**src/rtl/pbus_err_pkg.sv**
```systemverilog
package pbus_err_pkg;

   // Tenure tracking state of the transfer-error path
   typedef enum logic [1:0] {
      XS_IDLE = 2'd0,   // no tenure open
      XS_XFER = 2'd1,   // beats pass through from the data path
      XS_TERM = 2'd2,   // transfer-error strobe cycle
      XS_FILL = 2'd3    // completing the tenure with forced acknowledges
   } xfer_state_e;

   // Width of a down-counter that must hold values 0 .. beats-1
   function automatic int unsigned beat_cnt_width(input int unsigned beats);
      return (beats > 1) ? $clog2(beats) : 1;
   endfunction

endpackage

```
**src/rtl/pbus_vec_match.sv**
```systemverilog
module pbus_vec_match #(
   parameter int unsigned ADDR_W   = 32,
   parameter int unsigned NUM_VEC  = 2,
   parameter logic [NUM_VEC*ADDR_W-1:0] VEC_LIST = {32'hFFF0_0200, 32'h0000_0200}
) (
   input  logic              clk,
   input  logic              rst_n,
   input  logic [ADDR_W-1:0] addr_i,
   input  logic              rd_i,
   output logic              hit_o
);

   if (ADDR_W < 12) begin : g_bad_addr_w
      $error("pbus_vec_match: ADDR_W must be at least 12");
   end
   if (NUM_VEC < 1) begin : g_bad_num_vec
      $error("pbus_vec_match: NUM_VEC must be at least 1");
   end

   logic [NUM_VEC-1:0] match;

   // One comparator for each vector in the list
   for (genvar g = 0; g < NUM_VEC; g++) begin : g_cmp
      assign match[g] = (addr_i == VEC_LIST[g*ADDR_W +: ADDR_W]);
   end

   assign hit_o = rd_i & (|match);


   hit_needs_read_chk: assert property (@(posedge clk) disable iff (!rst_n)
      hit_o |-> rd_i);

endmodule

```
**src/rtl/pbus_mchk_ctrl.sv**
```systemverilog
module pbus_mchk_ctrl #(
   parameter int unsigned FATAL_SRCS = 2
) (
   input  logic                  clk,
   input  logic                  rst_n,
   input  logic                  en_i,
   input  logic [FATAL_SRCS-1:0] evt_i,
   input  logic                  ack_i,
   output logic                  mchk_o
);

   if (FATAL_SRCS < 1) begin : g_bad_srcs
      $error("pbus_mchk_ctrl: FATAL_SRCS must be at least 1");
   end

   logic set_req;
   logic mchk_q;

   assign set_req = en_i & (|evt_i);

   // A new event outranks a concurrent acknowledge; repeats are absorbed
   always_ff @(posedge clk) begin
      if (!rst_n)       mchk_q <= 1'b0;
      else if (set_req) mchk_q <= 1'b1;
      else if (ack_i)   mchk_q <= 1'b0;
   end

   assign mchk_o = mchk_q;


   mchk_rise_cause_chk: assert property (@(posedge clk) disable iff (!rst_n)
      $rose(mchk_o) |-> $past(en_i && (|evt_i)));


   mchk_fall_cause_chk: assert property (@(posedge clk) disable iff (!rst_n)
      $fell(mchk_o) |-> $past(ack_i));


   mchk_set_wins_chk: assert property (@(posedge clk) disable iff (!rst_n)
      (mchk_o && en_i && (|evt_i) && ack_i) |=> mchk_o);


   mchk_absorb_chk: assert property (@(posedge clk) disable iff (!rst_n)
      (mchk_o && !ack_i) |=> mchk_o);

endmodule

```
**src/rtl/pbus_xfer_ctrl.sv**
```systemverilog
module pbus_xfer_ctrl
   import pbus_err_pkg::*;
#(
   parameter int unsigned BURST_BEATS = 4
) (
   input  logic clk,
   input  logic rst_n,
   input  logic terr_en_i,
   input  logic data_err_i,
   input  logic dbusy_i,
   input  logic burst_i,
   input  logic beat_ack_i,
   output logic terr_o,
   output logic ta_o
);

   localparam int unsigned CNT_W = beat_cnt_width(BURST_BEATS);
   localparam logic [CNT_W-1:0] LAST_BURST = CNT_W'(BURST_BEATS - 1);

   if (BURST_BEATS < 2) begin : g_bad_beats
      $error("pbus_xfer_ctrl: BURST_BEATS must be at least 2");
   end

   xfer_state_e      state_q, state_d;
   logic [CNT_W-1:0] rem_q, rem_d;   // beats still owed, minus one
   logic             dbusy_q;
   logic             start;
   logic             err_hit;

   always_ff @(posedge clk) begin
      if (!rst_n) dbusy_q <= 1'b0;
      else        dbusy_q <= dbusy_i;
   end

   assign start   = dbusy_i & ~dbusy_q;
   assign err_hit = (state_q == XS_XFER) & dbusy_i & data_err_i;

   always_comb begin
      state_d = state_q;
      rem_d   = rem_q;
      unique case (state_q)
         XS_IDLE: begin
            if (start) begin
               state_d = XS_XFER;
               rem_d   = burst_i ? LAST_BURST : '0;
            end
         end
         XS_XFER: begin
            if (err_hit) begin
               state_d = terr_en_i ? XS_TERM : XS_FILL;
            end else if (beat_ack_i) begin
               if (rem_q == '0) state_d = XS_IDLE;
               else             rem_d   = rem_q - 1'b1;
            end
         end
         XS_TERM: state_d = XS_IDLE;
         XS_FILL: begin
            if (rem_q == '0) state_d = XS_IDLE;
            else             rem_d   = rem_q - 1'b1;
         end
         default: state_d = XS_IDLE;
      endcase
   end

   always_ff @(posedge clk) begin
      if (!rst_n) begin
         state_q <= XS_IDLE;
         rem_q   <= '0;
      end else begin
         state_q <= state_d;
         rem_q   <= rem_d;
      end
   end

   assign terr_o = (state_q == XS_TERM);
   assign ta_o   = (state_q == XS_FILL) |
                   ((state_q == XS_XFER) & beat_ack_i & ~err_hit);


   terr_cause_chk: assert property (@(posedge clk) disable iff (!rst_n)
      terr_o |-> $past(dbusy_i && terr_en_i && data_err_i));


   terr_single_chk: assert property (@(posedge clk) disable iff (!rst_n)
      terr_o |=> !terr_o);


   terr_no_ack_chk: assert property (@(posedge clk) disable iff (!rst_n)
      terr_o |-> (!ta_o ##1 !ta_o));


   fill_follows_err_chk: assert property (@(posedge clk) disable iff (!rst_n)
      (err_hit && !terr_en_i) |=> (ta_o && !terr_o));


   idle_quiet_chk: assert property (@(posedge clk) disable iff (!rst_n)
      (state_q == XS_IDLE) |-> (!ta_o && !terr_o));

endmodule

```
**src/rtl/pbus_err_unit.sv**
```systemverilog
module pbus_err_unit #(
   parameter int unsigned ADDR_W      = 32,
   parameter int unsigned FATAL_SRCS  = 2,
   parameter int unsigned BURST_BEATS = 4,
   parameter int unsigned NUM_VEC     = 2,
   parameter logic [NUM_VEC*ADDR_W-1:0] VEC_LIST = {32'hFFF0_0200, 32'h0000_0200}
) (
   input  logic                  clk,
   input  logic                  rst_n,
   input  logic                  mchk_en_i,
   input  logic                  terr_en_i,
   input  logic [FATAL_SRCS-1:0] fatal_evt_i,
   input  logic                  data_err_i,
   input  logic                  dbusy_i,
   input  logic                  burst_i,
   input  logic                  beat_ack_i,
   input  logic [ADDR_W-1:0]     rd_addr_i,
   input  logic                  rd_strobe_i,
   output logic                  mchk_o,
   output logic                  terr_o,
   output logic                  ta_o
);

   logic vec_hit;

   pbus_vec_match #(
      .ADDR_W   (ADDR_W),
      .NUM_VEC  (NUM_VEC),
      .VEC_LIST (VEC_LIST)
   ) u_vec (
      .clk    (clk),
      .rst_n  (rst_n),
      .addr_i (rd_addr_i),
      .rd_i   (rd_strobe_i),
      .hit_o  (vec_hit)
   );

   pbus_mchk_ctrl #(
      .FATAL_SRCS (FATAL_SRCS)
   ) u_mchk (
      .clk    (clk),
      .rst_n  (rst_n),
      .en_i   (mchk_en_i),
      .evt_i  (fatal_evt_i),
      .ack_i  (vec_hit),
      .mchk_o (mchk_o)
   );

   pbus_xfer_ctrl #(
      .BURST_BEATS (BURST_BEATS)
   ) u_xfer (
      .clk        (clk),
      .rst_n      (rst_n),
      .terr_en_i  (terr_en_i),
      .data_err_i (data_err_i),
      .dbusy_i    (dbusy_i),
      .burst_i    (burst_i),
      .beat_ack_i (beat_ack_i),
      .terr_o     (terr_o),
      .ta_o       (ta_o)
   );

endmodule

```
**config.mk**
```make
export PLATFORM = sky130hd
export DESIGN_NAME = pbus_err_unit
export DESIGN_NICKNAME = d
export VERILOG_FILES = /design/src/rtl/pbus_err_pkg.sv /design/src/rtl/pbus_vec_match.sv /design/src/rtl/pbus_mchk_ctrl.sv /design/src/rtl/pbus_xfer_ctrl.sv /design/src/rtl/pbus_err_unit.sv
export SDC_FILE = /design/constraint.sdc
export NUM_CORES = 1
export LEC_CHECK = 0
export BUFFER_PORTS_ARGS = -buffer_cell sky130_fd_sc_hd__buf_4
export CORE_AREA = 8 8 45 47
export CTS_BUF_LIST = sky130_fd_sc_hd__clkbuf_8
export DETAILED_ROUTE_END_ITERATION = 6
export DIE_AREA = 0 0 53 55
export PLACE_DENSITY = 0.74
export REMOVE_ABC_BUFFERS = 1
export SLEW_MARGIN = 20
export SYNTH_ARGS = -nofsm -noshare
export SYNTH_HDL_FRONTEND = slang
export SYNTH_SLANG_ARGS = --single-unit
```
**constraint.sdc**
```tcl
create_clock -name clk -period 2.1 [get_ports clk]
set_clock_uncertainty 0.15 [all_clocks]
set_input_delay 0.42 -clock clk [delete_from_list [all_inputs] [get_ports clk]]
set_output_delay 0.42 -clock clk [all_outputs]
set_load 0.05 [all_outputs]
```
==> results of run 1 <==
-- sequential cells by signal, indices dropped and copies added (netlist names) --
signal	cells
u_xfer.dbusy_q	1
u_xfer.rem_q	2
u_mchk.mchk_o	1
u_xfer.state_q	2
-- routing by layer --
| metal | vias to the layer above | share of wire (%) | wire length [microns] | global-route usage, % |
|---|---|---|---|---|
| met1 | 277 | 34 | 518 | 9.437 |
| li1 | 308 | - | - | - |
| met5 | - | 0 | 0 | 0 |
| met4 | 0 | 1.1 | 17 | 5.172 |
| met3 | 4 | 16 | 252 | 9.091 |
| met2 | 33 | 49 | 752 | 22.27 |
-- cell families (layout without fill, tap and decap cells) --
| family | count (synthesis) | after routing | synth area share [%] |
|---|---|---|---|
| AO/OA/AOI/OAI | 16 | 16 | 25.76 |
| AND/OR/NAND/NOR | 26 | 26 | 37.58 |
| adder cells (fa/ha/maj) | 1 | 1 | 3.030 |
| buffers and inverters | 5 | 53 | 4.546 |
| flip-flops | 6 | 6 | 29.09 |
-- stage by stage --
step                      worst slack (ns)  instance area [sq um]  util (%)
after global placement              0.4021                  770.7     55.70
after global routing                0.3091                  812.0     58.68
after detailed placement            0.3702                  770.7     55.70
final                               0.3814                  812.0     58.68
after CTS                           0.3673                  812.0     58.68
after floorplan                     0.1997                  412.9         -
-- where the power goes --
part | switching, uW | internal [uW]
clock network | 47.4 | 123
logic | 47.7 | 73.6
registers | 5.95 | 124
-- cell usage in the layout, fill, tap and decap left out --
master                     netlist  routed
sky130_fd_sc_hd__o21ai_0         4       4
sky130_fd_sc_hd__a21boi_0        1       1
sky130_fd_sc_hd__o211a_1         1       1
sky130_fd_sc_hd__and2b_1         1       1
sky130_fd_sc_hd__nor3_1          1       1
sky130_fd_sc_hd__a311oi_1        3       3
sky130_fd_sc_hd__nor4b_1         1       1
sky130_fd_sc_hd__nand3_1         2       2
sky130_fd_sc_hd__clkbuf_8        0       3
sky130_fd_sc_hd__nand2_1         1       1
sky130_fd_sc_hd__nor2_1          5       5
sky130_fd_sc_hd__o21a_1          1       1
sky130_fd_sc_hd__dfxtp_1         6       6
sky130_fd_sc_hd__o211ai_1        1       1
sky130_fd_sc_hd__o31ai_1         1       1
sky130_fd_sc_hd__ha_1            1       1
sky130_fd_sc_hd__nor2b_1         1       1
sky130_fd_sc_hd__inv_1           5       5
sky130_fd_sc_hd__and3_1          1       1
sky130_fd_sc_hd__nand2b_1        1       1
sky130_fd_sc_hd__and2_1          1       1
sky130_fd_sc_hd__a21oi_1         4       4
sky130_fd_sc_hd__or4b_4          1       1
sky130_fd_sc_hd__nand4_1         4       4
sky130_fd_sc_hd__buf_4           0      45
sky130_fd_sc_hd__nor4_1          6       6
-- final timing paths --
check	endpoint	slack [ns]
worst min register to register	u_xfer.rem_q[1]	0.34
worst min-delay path	u_xfer.dbusy_q	0.29
worst max-delay path	ta_o	0.38
worst max register to register	u_xfer.rem_q[1]	0.63
-- area by class of cell --
class / instances / area, sq um
Multi-Input combinational cell: 43 / 274.0
Tap cell: 16 / 20.02
Timing Repair Buffer: 45 / 337.8
Clock buffer: 3 / 41.29
Inverter: 5 / 18.77
Sequential cell: 6 / 120.1
Fill cell: 136 / 571.8
==> reports/summary.log, run 1 <==
INFO  drt            drtPass1Iterations=2
INFO  cts            tritoncts_clock_tree=built
INFO  grt            grt_start_max_net_pins=8
INFO  timing         holdWs=0.2853ns
INFO  hold_path      holdPathStages=2
INFO  hold_path      hold_path_startpoint=dbusy_i
INFO  worst_setup_path cp-end-kind=output pin
INFO  worst_setup_path max_stage_delay=0.25ns
INFO  worst_setup_path worstReg2RegStart=u_xfer.state_q[0]
INFO  worst_setup_path cp.required=1.53ns
INFO  timing         rsz0062_at_grt=false
INFO  timing         final.setup.tns=0ns
INFO  cts            cts-buffers-inserted=3
INFO  die            die-area=0.002915sqmm
INFO  power          total_leakage_power=0.0003935uW
INFO  logic_synthesis syn-cell-area=412.9squm
INFO  drt            wl_per_cell=13.05microns
INFO  logic_synthesis top_post_synthesis_cells_by_count=sky130_fd_sc_hd__dfxtp_1 (6), sky130_fd_sc_hd__nor4_1 (6), sky130_fd_sc_hd__inv_1 (5), sky130_fd_sc_hd__nor2_1 (5)
INFO  drt            vias_after_detailed_routing=622
INFO  worst_setup_path cp_data_arrival_time=1.15ns
INFO  worst_setup_path critical_path.cell_chain=buf_4 > a21boi_0 > nor2_1 > nor2_1 > buf_4
INFO  placement      detailedPlacementHpwl=1401microns
INFO  logic_synthesis ys_dominant_reg_cell=sky130_fd_sc_hd__dfxtp_1
INFO  timing         timing.final.hold_violations=0
INFO  power          irDropWorstVdd=0.2233mV
INFO  worst_setup_path worst_path_max_delay_cell=sky130_fd_sc_hd__a21boi_0
INFO  cts            clkLatencyLatePin=0.22ns
INFO  final_layout   finalNonFillerCells=118
INFO  power          power_density=518.8mW/mm^2
INFO  logic_synthesis synthDominantCellAreaShare=29.09%
INFO  grt            wire_length_of_the_first_global_routing_pass=2642microns
INFO  die            placeableCoreArea=0.001384sqmm
INFO  power          finalPower=421.3uW
INFO  logic_synthesis synthCells=54
INFO  logic_synthesis seq_area_frac_synth=29.09%
INFO  logic_synthesis synthesis.area_per_instance=7.646squm
INFO  grt            number_of_antenna_violations_at_the_first_check_in_global_routing=0
INFO  drt            drc_errors=0
INFO  cts            htree_levels=1
INFO  cts            cts.sinks=6
INFO  drt            first_iter_violations=3
INFO  logic_synthesis synth_enable_flop_cells=0
INFO  final_layout   proportion_of_layout_cells_with_a_drive_suffix_above_1=48.04%
INFO  grt            grt-ovfl-total=0
INFO  timing         peak_clock_frequency_supported_by_timing=0.5819GHz
INFO  drt            final_antenna_net_count=0
INFO  worst_setup_path timing.setup.critical_path_class=in -> out
INFO  placement      port_buffers=45
INFO  cts            clkSlewWorstSetupHoldPaths=0.03ns
INFO  timing         final_min_period_over_clock_period=81.84%
INFO  worst_setup_path critical_path_peak_fanout=5
INFO  timing         timing.final.crit_period=1.719ns
INFO  cts            cts.hold.buffers_added=0
INFO  drt            routed_via_count_divided_by_cell_count=5.271
INFO  logic_synthesis synthesis.yosys.warnings=0
INFO  worst_setup_path worst-path-stages=5
INFO  die            std_cell_rows=14
INFO  final_layout   design.final.nets=148
INFO  logic_synthesis synth_cell_types=24
INFO  timing         slew_headroom=78.62%
INFO  cts            cts_resized=0
INFO  cts            cts.root.buffer_cell=sky130_fd_sc_hd__clkbuf_8
INFO  drt            final_routed_wirelength=1540microns
INFO  placement      dp_cells=115
INFO  worst_setup_path crit_path_start=dbusy_i
INFO  timing         tightest_slew=0.3193ns
INFO  timing         setup_viol_count_final=0
INFO  logic_synthesis asyncSetResetFlopFracSynth=0%
INFO  worst_setup_path critical_path.n_buffers_inverters=2
INFO  die            initial_utilization=29.84%
INFO  run_status     outcome=completed
INFO  hold_path      holdCritPathClass=in -> reg
INFO  worst_setup_path critical-path-top-delay-family=buffers and inverters
INFO  final_layout   diodes=0
INFO  die            die_width=53microns
INFO  grt            global_route.usage.total=12.14%
INFO  grt            number_of_global_route_vias_before_repair=706
INFO  logic_synthesis postSynthRegisterBits=6
INFO  cts            post_cts_repair_timing_setup_buffer_count=0
INFO  worst_setup_path rr_worst_depth=2
INFO  job            drv_cap=0
INFO  die            io_pins=46
INFO  placement      gpl.final_weighted_congestion=0.8043
INFO  logic_synthesis synth_top_cells_by_area=sky130_fd_sc_hd__dfxtp_1 (29%), sky130_fd_sc_hd__nor4_1 (9.1%), sky130_fd_sc_hd__a311oi_1 (6.4%)
INFO  die            dieHeight=55microns
INFO  logic_synthesis post-synth-top-area-cell=sky130_fd_sc_hd__dfxtp_1
INFO  worst_setup_path startpoint_type=input port
INFO  cts            clk_path_buf_depth=2
INFO  timing         maxSlewViolCount=0
INFO  final_layout   flow.area_growth_from_synthesis=96.67%
(Power assumes the default switching activity.)
==> run 2: changes to the inputs <==
clock period = 1.6 ns   (was 2.1 ns; I/O delays follow)
==> run 2 against run 1 <==
- combinational power is 41% higher
- clock-buffer cell count stayed put
- global-route usage is 0.92 points higher
- largest cell class unchanged
- routed wire length rose by 14%
- hold slack worse by 0.099 ns
- critical path type is now reg -> out
==> reports/summary.log, run 2 (synthesis results as in run 1) <==
INFO  die            io_pins=46
INFO  timing         postLayoutSetupSlackWorst=0.06683ns
INFO  timing         setup_viol_count_final=0
INFO  hold_path      holdCritPathClass=in -> reg
INFO  drt            routed_via_count_divided_by_cell_count=5.311
INFO  drt            drc_errors=0
INFO  grt            grt-ovfl-total=0
INFO  cts            clk_path_buf_depth=2
INFO  grt            number_of_global_route_vias_before_repair=737
INFO  placement      detailedPlace.worstSlack=0.01671ns
INFO  final_layout   most-common-layout-cells=sky130_fd_sc_hd__buf_4 (45), sky130_fd_sc_hd__nor4_1 (6), sky130_fd_sc_hd__dfxtp_1 (6)
INFO  drt            wl_per_cell=14.71microns
INFO  worst_setup_path startpoint_type=flip-flop
INFO  drt            final_routed_wirelength=1751microns
INFO  run_status     outcome=completed
INFO  cts            cts-buffers-inserted=3
INFO  die            placeableCoreArea=0.001384sqmm
INFO  power          power_density=684.4mW/mm^2
INFO  drt            final_antenna_net_count=0
INFO  timing         final_min_period_over_clock_period=95.82%
INFO  grt            wire_length_of_the_first_global_routing_pass=2904microns
INFO  power          total_leakage_power=0.0003995uW
INFO  placement      port_buffers=45
INFO  cts            clkSlewWorstSetupHoldPaths=0.04ns
INFO  cts            cts.root.buffer_cell=sky130_fd_sc_hd__clkbuf_8
INFO  die            die-area=0.002915sqmm
INFO  worst_setup_path critical_path.most_common_cell=sky130_fd_sc_hd__buf_4
INFO  timing         rsz0062_at_grt=false
INFO  worst_setup_path max_stage_delay=0.31ns
INFO  final_layout   diodes=0
INFO  worst_setup_path worst_path_max_delay_cell=sky130_fd_sc_hd__dfxtp_1
INFO  worst_setup_path critical_path_peak_fanout=6
INFO  final_layout   layout.cells.most_common=sky130_fd_sc_hd__buf_4
INFO  power          irDropWorstVdd=0.2533mV
INFO  timing         peak_clock_frequency_supported_by_timing=0.6522GHz
INFO  placement      detailedPlacementHpwl=1524microns
INFO  die            initial_utilization=29.84%
INFO  placement      gpl.final_weighted_congestion=0.8347
INFO  drt            first_iter_violations=1
INFO  timing         holdWs=0.1862ns
INFO  grt            grt_start_max_net_pins=8
INFO  timing         slew_headroom=74.49%
INFO  cts            htree_levels=1
INFO  grt            number_of_antenna_violations_at_the_first_check_in_global_routing=0
INFO  final_layout   flow.area_growth_from_synthesis=100.0%
INFO  placement      dpl_cell_area=778.2squm
INFO  grt            global_route.usage.total=13.06%
INFO  final_layout   largest_registers=u_xfer.rem_q: 2 flops, u_xfer.state_q: 2 flops
INFO  final_layout   fin_area=825.8squm
INFO  die            std_cell_rows=14
INFO  drt            vias_after_detailed_routing=632
INFO  job            drv_cap=0
INFO  die            dieHeight=55microns
INFO  die            die_width=53microns
INFO  worst_setup_path timing.setup.critical_path_class=reg -> out
INFO  timing         timing.final.crit_period=1.533ns
INFO  worst_setup_path cp.required=1.13ns
INFO  worst_setup_path cp_data_arrival_time=1.06ns
INFO  final_layout   proportion_of_layout_cells_with_a_drive_suffix_above_1=49.51%
INFO  worst_setup_path critical_path.cell_chain=buf_4 > and2b_1 > buf_4
INFO  timing         tightest_slew=0.3809ns
INFO  final_layout   fill_cells=130
INFO  drt            drtPass1Iterations=4
INFO  cts            cts.sinks=6
INFO  cts            clkLatencyLatePin=0.22ns
INFO  cts            cts.hold.buffers_added=0
INFO  cts            tritoncts_clock_tree=built
INFO  final_layout   design.final.nets=149
INFO  worst_setup_path cp-end-kind=output pin
INFO  timing         maxSlewViolCount=0
INFO  timing         timing.final.hold_violations=0
-- run 2: changes by cell type in the layout (fill, tap and decap cells not counted) --
cell | before | now
sky130_fd_sc_hd__a21boi_0 | 1 | 0
sky130_fd_sc_hd__a21boi_1 | 0 | 1
sky130_fd_sc_hd__buf_6 | 0 | 1
sky130_fd_sc_hd__nor2_1 | 5 | 4
sky130_fd_sc_hd__nor2_2 | 0 | 1
-- run 2: final timing paths --
path | start | to | slack, ns | cells after the start
setup / recovery | u_xfer.state_q[0] | terr_o | 0.07 | 3
hold reg to reg | u_xfer.rem_q[1] | u_xfer.rem_q[1] | 0.34 | 2
setup reg to reg | u_xfer.state_q[1] | u_xfer.rem_q[0] | 0.11 | 2
hold / removal | dbusy_i | u_xfer.dbusy_q | 0.19 | 2
-- run 2: report_power, final --
group	total, uW	internal [uW]	switching [uW]
Combinational	171	100	70.5
Clock	226	162	64.7
Sequential	168	162	6.04
-- run 2: critical path: cells and delay by family, from the launching register on --
family | cells | cell delay (ns)
buffers and inverters | 2 | 0.34
DFF | 1 | 0.31
and+or+nand+nor | 1 | 0.19
-- run 2: metal layers --
layer  global-route usage, %  up-vias  wire [microns]
met3                   9.893        0             259
li1                        -      310               -
met4                   2.586        0               0
met5                       0        -               0
met2                   25.39       33             900
met1                   10.03      289             591
-- run 2: final cells by class --
| type | count | area (sq um) | share of cell area [%] |
|---|---|---|---|
| Clock buffer | 3 | 41.29 | 5.000 |
| Inverter | 5 | 18.77 | 2.273 |
| Multi-Input combinational cell | 43 | 276.5 | 33.48 |
| Sequential cell | 6 | 120.1 | 14.55 |
| Tap cell | 16 | 20.02 | 2.424 |
| Timing Repair Buffer | 46 | 349.1 | 42.27 |
-- run 2: repair_timing --
action,in CTS,in global routing
setup buffers,0,0
setup endpoints to repair,0,2
resized for setup,0,3
-- run 2: stage by stage --
stage / setup TNS, ns / utilization [%] / power [uW] / cells
finish: 0 / 59.67 / 565.2 / 119
global route: 0 / 59.67 / 603.8 / 119
CTS: 0 / 59.22 / 565.9 / 119
detailed placement: 0 / 56.24 / 337.9 / 116
global placement: 0 / 56.24 / 332.4 / 116
floorplan: -0.1003 / - / 231.4 / 54
==> run 3: changes to the inputs <==
SETUP_SLACK_MARGIN = 0.4   (was unset)
==> run 3 against run 2 <==
- power rose by 15%
- critical path depth did not move
- core utilization rose by 13 points
- final cell count rose by 5.0%
- via count rose by 5.9%
- highest routed layer is now met4
- global-route usage rose by 0.60 points
- clock power rose by 4%
- sequential power rose by 2%
- routed wire length rose by 18%
- die area did not move
==> reports/summary.log, run 3 (synthesis results as in run 1) <==
INFO  worst_setup_path critical_path.cell_chain=buf_6 > and2b_1 > buf_6
INFO  drt            routed_via_count_divided_by_cell_count=5.352
INFO  final_layout   flow.area_growth_from_synthesis=142.4%
INFO  grt            grt-ovfl-total=0
INFO  cts            cts.hold.buffers_added=0
INFO  grt            number_of_global_route_vias_before_repair=748
INFO  grt            global_route.usage.total=13.66%
INFO  final_layout   layout.cells.most_common=sky130_fd_sc_hd__buf_4
INFO  worst_setup_path worstReg2RegEnd=u_xfer.rem_q[0]
INFO  job            drv_cap=0
INFO  placement      gpl.final_weighted_congestion=0.8347
INFO  final_layout   diodes=0
INFO  drt            drtPass1Iterations=4
INFO  die            placeableCoreArea=0.001384sqmm
INFO  cts            cts.sinks=6
INFO  timing         tightest_slew=0.2918ns
INFO  cts            cts-buffers-inserted=3
INFO  cts            htree_levels=1
INFO  die            std_cell_rows=14
INFO  final_layout   finalNonFillerCells=125
INFO  timing         timing.final.crit_period=1.491ns
INFO  drt            final_routed_wirelength=2069microns
INFO  cts            clkSlewWorstSetupHoldPaths=0.04ns
INFO  power          finalPower=651.9uW
INFO  hold_path      hold_path_end=u_xfer.dbusy_q
INFO  worst_setup_path worst_path_max_delay_cell=sky130_fd_sc_hd__dfxtp_2
INFO  final_layout   most-common-layout-cells=sky130_fd_sc_hd__buf_4 (47), sky130_fd_sc_hd__nor2_1 (4), sky130_fd_sc_hd__nand4_1 (4), sky130_fd_sc_hd__buf_6 (4), sky130_fd_sc_hd__dfxtp_2 (4)
INFO  power          power_density=651.3mW/mm^2
INFO  hold_path      holdCritPathClass=in -> reg
INFO  placement      detailedPlace.worstSlack=0.01671ns
INFO  drt            first_iter_violations=5
INFO  die            die_width=53microns
INFO  die            dieHeight=55microns
INFO  drt            wl_per_cell=16.55microns
INFO  placement      port_buffers=45
INFO  timing         setup_viol_count_final=0
INFO  power          irDropWorstVdd=0.2869mV
INFO  final_layout   largest_registers=u_xfer.rem_q: 2 flops, u_xfer.state_q: 2 flops
INFO  timing         slew_headroom=80.46%
INFO  worst_setup_path timing.setup.critical_path_class=reg -> out
INFO  drt            drc_errors=0
INFO  timing         timing.final.hold_violations=0
INFO  grt            number_of_antenna_violations_at_the_first_check_in_global_routing=0
INFO  timing         peak_clock_frequency_supported_by_timing=0.6707GHz
INFO  die            initial_utilization=29.84%
INFO  cts            cts.root.buffer_cell=sky130_fd_sc_hd__clkbuf_8
INFO  hold_path      hold_path_startpoint=rst_n
INFO  drt            vias_after_detailed_routing=669
INFO  cts            tritoncts_clock_tree=built
INFO  drt            final_antenna_net_count=0
INFO  worst_setup_path critical_path_peak_fanout=4
INFO  cts            clk_path_buf_depth=2
INFO  placement      detailedPlacementHpwl=1524microns
INFO  worst_setup_path rr_worst_depth=7
INFO  cts            clkLatencyLatePin=0.22ns
INFO  grt            wire_length_of_the_first_global_routing_pass=3029microns
INFO  worst_setup_path worstReg2RegStart=u_xfer.rem_q[1]
INFO  timing         rsz0062_at_grt=true
INFO  worst_setup_path startpoint_type=flip-flop
INFO  final_layout   proportion_of_layout_cells_with_a_drive_suffix_above_1=71.56%
INFO  die            die-area=0.002915sqmm
INFO  timing         final_min_period_over_clock_period=93.19%
INFO  worst_setup_path max_stage_delay=0.32ns
INFO  die            io_pins=46
INFO  worst_setup_path critical_path.most_common_cell=sky130_fd_sc_hd__buf_6
INFO  run_status     outcome=completed
INFO  grt            grt_start_max_net_pins=8
INFO  worst_setup_path cp_data_arrival_time=1.02ns
INFO  placement      dp_cells=116
INFO  hold_path      holdPathStages=2
INFO  timing         postLayoutSetupSlackWorst=0.1090ns
INFO  worst_setup_path cp.required=1.13ns
INFO  power          total_leakage_power=0.0004492uW
INFO  worst_setup_path timing.reg2reg.setup_slack=0.13ns
INFO  final_layout   design.final.nets=155
INFO  worst_setup_path cp-end-kind=output pin
INFO  timing         maxSlewViolCount=0
run 3: report_power, final:
part           total, uW  internal (uW)  switching, uW  leakage (uW)
Sequential           172            164           8.14     0.0000510
Clock                234            162           71.9     0.0000216
Combinational        246            143            103      0.000377
Total                652            469            183      0.000449
run 3: critical path, delay by kind of cell, from the launching register on:
family,cells,cell delay [ns]
buffers and inverters,2,0.28
DFF,1,0.32
and+or+nand+nor,1,0.20
run 3: layout make-up:
cell class / instances / area (sq um)
fill: 108 / 382.9
tap: 16 / 20.02
multi-input combinational: 43 / 382.9
sequential: 6 / 125.1
clock buffer: 3 / 41.29
timing repair buffer: 52 / 412.9
inverter: 5 / 18.77
run 3: how the worst max path moves through the flow:
stage / start / end / slack, ns / cells after the start
finish: u_xfer.state_q[0] / terr_o / 0.11 / 3
global route: u_xfer.rem_q[1] / u_xfer.rem_q[0] / 0.07 / 7
CTS: u_xfer.state_q[0] / terr_o / 0.12 / 3
detailed placement: dbusy_i / ta_o / 0.02 / 5
global placement: beat_ack_i / u_xfer.rem_q[0] / 0.11 / 5
floorplan: beat_ack_i / ta_o / -0.10 / 3
run 3: per-stage QoR:
| step | cell area (sq um) | hold slack (ns) | setup TNS, ns | utilization (%) |
|---|---|---|---|---|
| 2_1_floorplan | 412.9 | 0.2917 | -0.1003 | - |
| 3_3_place_gp | 778.2 | 0.3218 | 0 | 56.24 |
| 3_5_place_dp | 778.2 | 0.3210 | 0 | 56.24 |
| 4_1_cts | 872.1 | 0.1942 | 0 | 63.02 |
| 5_1_grt | 1001 | 0.1963 | 0 | 72.33 |
| 6_report | 1001 | 0.1917 | 0 | 72.33 |
run 3: timing repair:
item                       CTS  global route
resized for setup           16            18
setup buffers                1             5
pin swaps                    8            12
setup endpoints to repair    7             7
gates cloned                 0             0
run 3: per-layer routing:
layer	track usage (%)	up-vias	wire [microns]
li1	-	323	-
met1	10.64	308	689
met2	26.76	35	1086
met3	9.893	3	283
met4	2.586	0	10
met5	0	-	0
